<file path="config.mk">
export PLATFORM = sky130hd
export DESIGN_NAME = arb_delay_timer
export DESIGN_NICKNAME = d
export VERILOG_FILES = /design/src/rtl/arb_dly_pkg.sv /design/src/rtl/arb_tick_gen.sv /design/src/rtl/arb_ms_timer.sv /design/src/rtl/arb_delay_bank.sv /design/src/rtl/arb_delay_counter.sv /design/src/rtl/arb_delay_timer.sv
export SDC_FILE = /design/constraint.sdc
export NUM_CORES = 1
export LEC_CHECK = 0
export ABC_AREA = 1
export BUFFER_PORTS_ARGS = -buffer_cell sky130_fd_sc_hd__buf_2
export CORE_MARGIN = 10
export CORE_UTILIZATION = 45
export DETAILED_ROUTE_END_ITERATION = 6
export MAX_ROUTING_LAYER = met4
export PLACE_DENSITY = 0.59
export SLEW_MARGIN = 20
export SYNTH_ARGS = -nofsm -noshare
export SYNTH_HDL_FRONTEND = slang
export SYNTH_HIERARCHICAL = 1
export SYNTH_SLANG_ARGS = --single-unit
</file>
<file path="constraint.sdc">
create_clock -name clk -period 4.7 [get_ports clk]
set_input_delay 0.47 -clock clk [delete_from_list [all_inputs] [get_ports clk]]
set_output_delay 0.47 -clock clk [all_outputs]
set_load 0.01 [all_outputs]
</file>
<file path="src/rtl/arb_dly_pkg.sv">
package arb_dly_pkg;
  typedef enum logic {
    BANK_SLOW = 1'b0,
    BANK_FAST = 1'b1
  } bank_e;
endpackage

</file>
<file path="src/rtl/arb_tick_gen.sv">
module arb_tick_gen #(
  parameter int MIN_DIV = 2,
  parameter int MAX_DIV = 40,
  parameter int DIV_W   = 6
) (
  input  logic             clk,
  input  logic             rst_n,
  input  logic [DIV_W-1:0] div_set,
  output logic [DIV_W-1:0] div_eff,
  output logic [DIV_W-1:0] cnt_o,
  output logic             tick
);
  localparam logic [DIV_W-1:0] LO = DIV_W'(MIN_DIV);
  localparam logic [DIV_W-1:0] HI = DIV_W'(MAX_DIV);

  logic [DIV_W-1:0] cnt_q, cnt_d;

  always_comb begin
    if (div_set < LO)      div_eff = LO;
    else if (div_set > HI) div_eff = HI;
    else                   div_eff = div_set;
  end

  assign tick = (cnt_q >= div_eff - DIV_W'(1));

  always_comb begin
    cnt_d = cnt_q + DIV_W'(1);
    if (tick) cnt_d = '0;
  end

  always_ff @(posedge clk or negedge rst_n) begin
    if (!rst_n) cnt_q <= '0;
    else        cnt_q <= cnt_d;
  end

  assign cnt_o = cnt_q;

  AST_DIV_LEGAL: assert property (@(posedge clk) disable iff (!rst_n)
    (div_eff >= LO) && (div_eff <= HI));
  AST_TICK_WRAP: assert property (@(posedge clk) disable iff (!rst_n)
    tick |=> (cnt_q == '0));
endmodule

</file>
<file path="src/rtl/arb_ms_timer.sv">
module arb_ms_timer #(
  parameter int LIMIT = 1000,
  parameter int TMR_W = 10
) (
  input  logic             clk,
  input  logic             rst_n,
  input  logic             tick,
  input  logic             restart,
  output logic [TMR_W-1:0] value,
  output logic             timeout
);
  localparam logic [TMR_W-1:0] LIM = TMR_W'(LIMIT);

  logic [TMR_W-1:0] tmr_q, tmr_d;
  logic             to_q, to_d;
  logic             adv_en;

  assign adv_en = tick && (tmr_q != LIM);

  always_comb begin
    tmr_d = tmr_q;
    to_d  = to_q;
    if (restart) begin
      tmr_d = '0;
      to_d  = 1'b0;
    end else if (adv_en) begin
      tmr_d = tmr_q + TMR_W'(1);
      if (tmr_q == LIM - TMR_W'(1)) to_d = 1'b1;
    end
  end

  always_ff @(posedge clk or negedge rst_n) begin
    if (!rst_n) begin
      tmr_q <= '0;
      to_q  <= 1'b0;
    end else begin
      tmr_q <= tmr_d;
      to_q  <= to_d;
    end
  end

  assign value   = tmr_q;
  assign timeout = to_q;

  AST_TMR_SAT: assert property (@(posedge clk) disable iff (!rst_n)
    tmr_q <= LIM);
  AST_TMR_FLAG: assert property (@(posedge clk) disable iff (!rst_n)
    to_q |-> (tmr_q == LIM));
  AST_TMR_HOLD: assert property (@(posedge clk) disable iff (!rst_n)
    (!restart && !tick) |=> $stable(tmr_q));
  AST_TMR_CLEAR: assert property (@(posedge clk) disable iff (!rst_n)
    restart |=> ((tmr_q == '0) && !to_q));
endmodule

</file>
<file path="src/rtl/arb_delay_bank.sv">
module arb_delay_bank #(
  parameter int DEPTH = 8,
  parameter int DLY_W = 8,
  parameter int IDX_W = 3
) (
  input  logic             clk,
  input  logic             rst_n,
  input  logic             we,
  input  logic             wr_fast,
  input  logic [IDX_W-1:0] wr_idx,
  input  logic [DLY_W-1:0] wr_data,
  input  logic             rd_fast,
  input  logic [IDX_W-1:0] rd_idx,
  output logic [DLY_W-1:0] rd_data
);
  import arb_dly_pkg::*;

  logic [DLY_W-1:0] slow_q [DEPTH];
  logic [DLY_W-1:0] fast_q [DEPTH];

  for (genvar g = 0; g < DEPTH; g++) begin : g_reg
    logic slow_en, fast_en;
    assign slow_en = we && (bank_e'(wr_fast) == BANK_SLOW) && (wr_idx == IDX_W'(g));
    assign fast_en = we && (bank_e'(wr_fast) == BANK_FAST) && (wr_idx == IDX_W'(g));

    always_ff @(posedge clk or negedge rst_n) begin
      if (!rst_n)       slow_q[g] <= '0;
      else if (slow_en) slow_q[g] <= wr_data;
    end

    always_ff @(posedge clk or negedge rst_n) begin
      if (!rst_n)       fast_q[g] <= '0;
      else if (fast_en) fast_q[g] <= wr_data;
    end
  end

  always_comb begin
    if (bank_e'(rd_fast) == BANK_FAST) rd_data = fast_q[rd_idx];
    else                               rd_data = slow_q[rd_idx];
  end
endmodule

</file>
<file path="src/rtl/arb_delay_counter.sv">
module arb_delay_counter #(
  parameter int DLY_W = 8
) (
  input  logic             clk,
  input  logic             rst_n,
  input  logic             start,
  input  logic [DLY_W-1:0] load_val,
  input  logic             tick,
  output logic             done,
  output logic             busy
);
  logic [DLY_W-1:0] cnt_q, cnt_d;
  logic             busy_q, busy_d;
  logic             done_q, done_d;
  logic             expire;

  assign expire = busy_q && tick && (cnt_q == DLY_W'(1));

  always_comb begin
    cnt_d  = cnt_q;
    busy_d = busy_q;
    done_d = 1'b0;
    if (start) begin
      cnt_d  = load_val;
      busy_d = (load_val != '0);
      done_d = (load_val == '0);
    end else if (busy_q && tick) begin
      cnt_d = cnt_q - DLY_W'(1);
      if (expire) begin
        busy_d = 1'b0;
        done_d = 1'b1;
      end
    end
  end

  always_ff @(posedge clk or negedge rst_n) begin
    if (!rst_n) begin
      cnt_q  <= '0;
      busy_q <= 1'b0;
      done_q <= 1'b0;
    end else begin
      cnt_q  <= cnt_d;
      busy_q <= busy_d;
      done_q <= done_d;
    end
  end

  assign done = done_q;
  assign busy = busy_q;

  AST_ZERO_DLY: assert property (@(posedge clk) disable iff (!rst_n)
    (start && (load_val == '0)) |=> done_q);
  AST_DONE_PULSE: assert property (@(posedge clk) disable iff (!rst_n)
    done_q |=> !done_q);
  AST_DONE_IDLE: assert property (@(posedge clk) disable iff (!rst_n)
    done_q |-> !busy_q);
  AST_RESTART_LOAD: assert property (@(posedge clk) disable iff (!rst_n)
    (start && (load_val != '0)) |=> (busy_q && !done_q));
endmodule

</file>
<file path="src/rtl/arb_delay_timer.sv">
module arb_delay_timer #(
  parameter int MIN_DIV    = 2,
  parameter int MAX_DIV    = 40,
  parameter int DIV_W      = 6,
  parameter int DLY_W      = 8,
  parameter int BANK_DEPTH = 8,
  parameter int TMR_LIMIT  = 1000,
  parameter int IDX_W      = $clog2(BANK_DEPTH),
  parameter int TMR_W      = $clog2(TMR_LIMIT + 1)
) (
  input  logic             clk,
  input  logic             rst_n,
  input  logic [DIV_W-1:0] div_mhz,
  input  logic             cfg_we,
  input  logic             cfg_fast,
  input  logic [IDX_W-1:0] cfg_idx,
  input  logic [DLY_W-1:0] cfg_data,
  input  logic             start,
  input  logic             sel_fast,
  input  logic [IDX_W-1:0] dly_idx,
  output logic             done,
  output logic             busy,
  input  logic             tmr_restart,
  output logic [TMR_W-1:0] tmr_value,
  output logic             tmr_timeout,
  output logic [DIV_W-1:0] div_eff,
  output logic [DIV_W-1:0] div_count
);
  logic             base_tick;
  logic [DLY_W-1:0] sel_val;

  arb_tick_gen #(.MIN_DIV(MIN_DIV), .MAX_DIV(MAX_DIV), .DIV_W(DIV_W)) u_tick (
    .clk(clk), .rst_n(rst_n), .div_set(div_mhz),
    .div_eff(div_eff), .cnt_o(div_count), .tick(base_tick)
  );

  arb_ms_timer #(.LIMIT(TMR_LIMIT), .TMR_W(TMR_W)) u_ms (
    .clk(clk), .rst_n(rst_n), .tick(base_tick), .restart(tmr_restart),
    .value(tmr_value), .timeout(tmr_timeout)
  );

  arb_delay_bank #(.DEPTH(BANK_DEPTH), .DLY_W(DLY_W), .IDX_W(IDX_W)) u_bank (
    .clk(clk), .rst_n(rst_n), .we(cfg_we), .wr_fast(cfg_fast),
    .wr_idx(cfg_idx), .wr_data(cfg_data),
    .rd_fast(sel_fast), .rd_idx(dly_idx), .rd_data(sel_val)
  );

  arb_delay_counter #(.DLY_W(DLY_W)) u_cnt (
    .clk(clk), .rst_n(rst_n), .start(start), .load_val(sel_val),
    .tick(base_tick), .done(done), .busy(busy)
  );
endmodule

</file>
==> results.yml <==
outcome:
  outcome: "complete, no violations"
timing:
  setup_violations: 0
  drv_slew: 0
  finalHoldViolCount: 0
  period_minus_slack_ns: 2.65
  worst_slack_ns: 2.05
  finalClockSkew_ns: 0.00817
  fmax_mhz: 378
  finalCritPeriodShare_pct: 56.3
  timing.hold.ws_ns: 0.144
  slew_headroom_pct: 26.3
  tightest_slew_ns: 1.10
  finalSetupTns_ns: 0
  grt_setup_unrepaired: "false"
cells_and_area:
  layout.nets: 1169
  areaGrowthSynthToFinish_pct: 11.1
  diodes: 0
  final_util_pct: 50.8
  drive_gt1_share_pct: 10.3
global_routing:
  grt_max_degree: 95
  grt_pass1_wl_mm: 33.9
  overflow: 0
  gr-usage-all-layers_pct: 17.9
  antenna_found_initial: 0
  grt_pass1_vias: 6498
clocking:
  clock_path_buffers: 2
  clock_latency_ns: 0.43
  hold_buffers: 0
  cts_tree: "yes"
  postCtsSetupBuffers: 0
  cts_buffers: 17
  h-tree-depth: 4
  path_clk_slew_ns: 0.07
  ctsRootBufferMaster: "clkbuf_16"
  cts_sinks: 155
  cts_resized: 0
logic_synthesis:
  ys_seq_elements: 155
  synth.net_count: 1147
  avgSynthCellArea_sq_um: 7.40
  yosysWarnings: 6
  yosysUniqueCellTypes: 42
  synthesis.area_sq_um: 8210
  synthCells: 1109
  ys_seq_area_share_pct: 47.3
routing:
  routedWlPerCell_um: 15.1
  firstDrtPassIters: 4
  vias_per_cell: 5.06
  post-route-drc-count: 0
  drt_iter0_drc: 519
  route.antenna.remaining_nets: 0
  route.vias.total: 6944
  totalWireLength_mm: 20.7
worst_setup_path:
  cpPeakStageDelay_ns: 0.47
  criticalPathCategory: "input pin to register"
  critPathArrivalTime_ns: 2.96
  crit_chain: "buf_2 -> nor2_4 -> nand3_1 -> nand2_1 -> nand2_1 -> nand2_1 -> inv_1 -> ha_1 -> nand2_1 -> o21a_1 -> nand3_1 -> nand2_1 -> inv_1 -> nand2_1 -> o21bai_1 -> nand3_1"
  worstPathRequired_ns: 5.01
  crit_top_cell: "nand2_1"
  cp-start-kind: "input pin"
  path_buf_inv: 3
  worstSetupPathDepth: 16
  cp-end-kind: "register"
  reg2reg_depth: 9
  cp_max_fo: 15
  cp_top_family: "simple AND/OR/NAND/NOR gates"
  crit_slowest_cell: "nand3_1"
floorplanning:
  start_util_pct: 45.7
  die_width_um: 155
  row_count: 49
  die_area_sq_um: 24000
  core_area_sq_um: 18000
  die_y_um: 155
  io_pins: 52
place:
  place_ws_ns: 1.60
  hpwl_mm: 13.6
  routabilityCongestion: 0.841
  place.port_buffers: 51
power:
  powerDensity_nw_per_um2: 435
  p_leak_nw: 4.68
  power.total_mw: 3.97
  ir_drop_mv: 0.276
flow_run:
  drv_cap: 0
hold_path:
  hold_class: "input pin to asynchronous set/reset pin"
-- per-layer routing --
metal,track usage (%),vias to the layer above,wire [um]
met1,23.2,3253,9840
met5,-,-,0
met3,3.92,18,970
li1,-,3535,-
met2,28.0,138,9680
met4,4.14,0,236
-- registers in the layout, indices dropped and copies added, names as in the netlist --
name / cells
u_bank/slow_q: 64
u_bank/fast_q: 64
u_ms/timeout: 1
u_cnt/done: 1
u_ms/value: 10
u_cnt/busy: 1
u_cnt/cnt_q: 8
u_tick/cnt_o: 6
-- synthesized netlist by cell type (all sizes together) --
library cell	n	share of area, %
nor3	5	0.55
clkinv	1	0.046
buf	25	1.6
or2	1	0.076
a31oi	1	0.076
xnor2	1	0.11
nand2	365	17
o221ai	2	0.21
clkbuf	28	1.3
o21a	2	0.18
nor2	40	2.4
dlygate4sd1	1	0.11
xor2	4	0.43
nand3b	1	0.091
nand4	12	0.91
o22ai	1	0.076
and3	1	0.076
dfrtp	155	47
o211ai	1	0.091
nor3b	1	0.091
o21bai	2	0.18
o21ai	139	8.6
nand3	140	8.8
ha	11	1.7
and2	2	0.15
a21oi	6	0.50
inv	161	7.5
-- cell families (layout without fill, tap and decap cells) --
group                      Yosys count  count (layout)  synth area share [%]
AOI/OAI and AO/OA                  154             154                  9.94
xor gates and xnor gates             5               5                 0.534
adders and majority gates           11              11                  1.68
buffers and inverters              216             251                  10.5
DFF                                155             155                  47.3
and+or+nand+nor                    568             568                  30.0
-- cell usage in the layout, fill, tap and decap left out, types with 5 or more instances in the layout --
| cell | synthesis | final |
|---|---|---|
| nor2_4 | 5 | 5 |
| buf_4 | 2 | 6 |
| ha_1 | 11 | 11 |
| inv_2 | 6 | 6 |
| nand2_1 | 361 | 361 |
| nand3_1 | 136 | 136 |
| buf_2 | 21 | 50 |
| nor2_1 | 32 | 32 |
| o21ai_1 | 14 | 14 |
| nand4_1 | 12 | 12 |
| o21ai_0 | 124 | 124 |
| a21oi_1 | 5 | 5 |
| clkbuf_16 | 0 | 17 |
| inv_1 | 154 | 154 |
| dfrtp_1 | 155 | 155 |
-- layout make-up --
class	count	area [sq um]
Multi-Input combinational cell	738	3460
Tap cell	229	287
Clock buffer	18	429
Clock inverter	14	138
Inverter	162	616
Sequential cell	155	3880
Timing Repair Buffer	57	307
Fill cell	1818	8850
-- where the power goes --
group	internal [mW]	switching (mW)	leakage [nW]
Combinational	0.315	0.545	2.46
Sequential	1.62	0.156	1.95
Clock	0.742	0.595	0.272
Total	2.67	1.30	4.68
-- per-stage QoR --
| stage | instances | cell area (sq um) |
|---|---|---|
| 6_report | 1373 | 9120 |
| 5_1_grt | 1373 | 9120 |
| 4_1_cts | 1373 | 9120 |
| 3_5_place_dp | 1341 | 8550 |
| 3_3_place_gp | 1341 | 8550 |
| 2_1_floorplan | 1109 | 8210 |
-- worst paths after layout --
kind / slack, ns / endpoint / start
worst max-delay path: 2.05 / u_cnt/cnt_q[5]$_DFFE_PN0P_ / div_mhz[4]
worst min-delay path: 0.14 / u_bank/fast_q[9]$_DFFE_PN0P_ / rst_n
worst max register to register: 2.40 / u_cnt/done$_DFF_PN0_ / u_tick/cnt_o[3]$_DFF_PN0_
worst min register to register: 0.48 / u_bank/fast_q[40]$_DFFE_PN0P_ / u_bank/fast_q[40]$_DFFE_PN0P_
max in group asynchronous: 3.60 / u_bank/fast_q[61]$_DFFE_PN0P_ / rst_n
min in group clk: 0.29 / u_ms/timeout$_DFFE_PN0P_ / tmr_restart
Note: power is estimated with default switching activity, not from simulation.
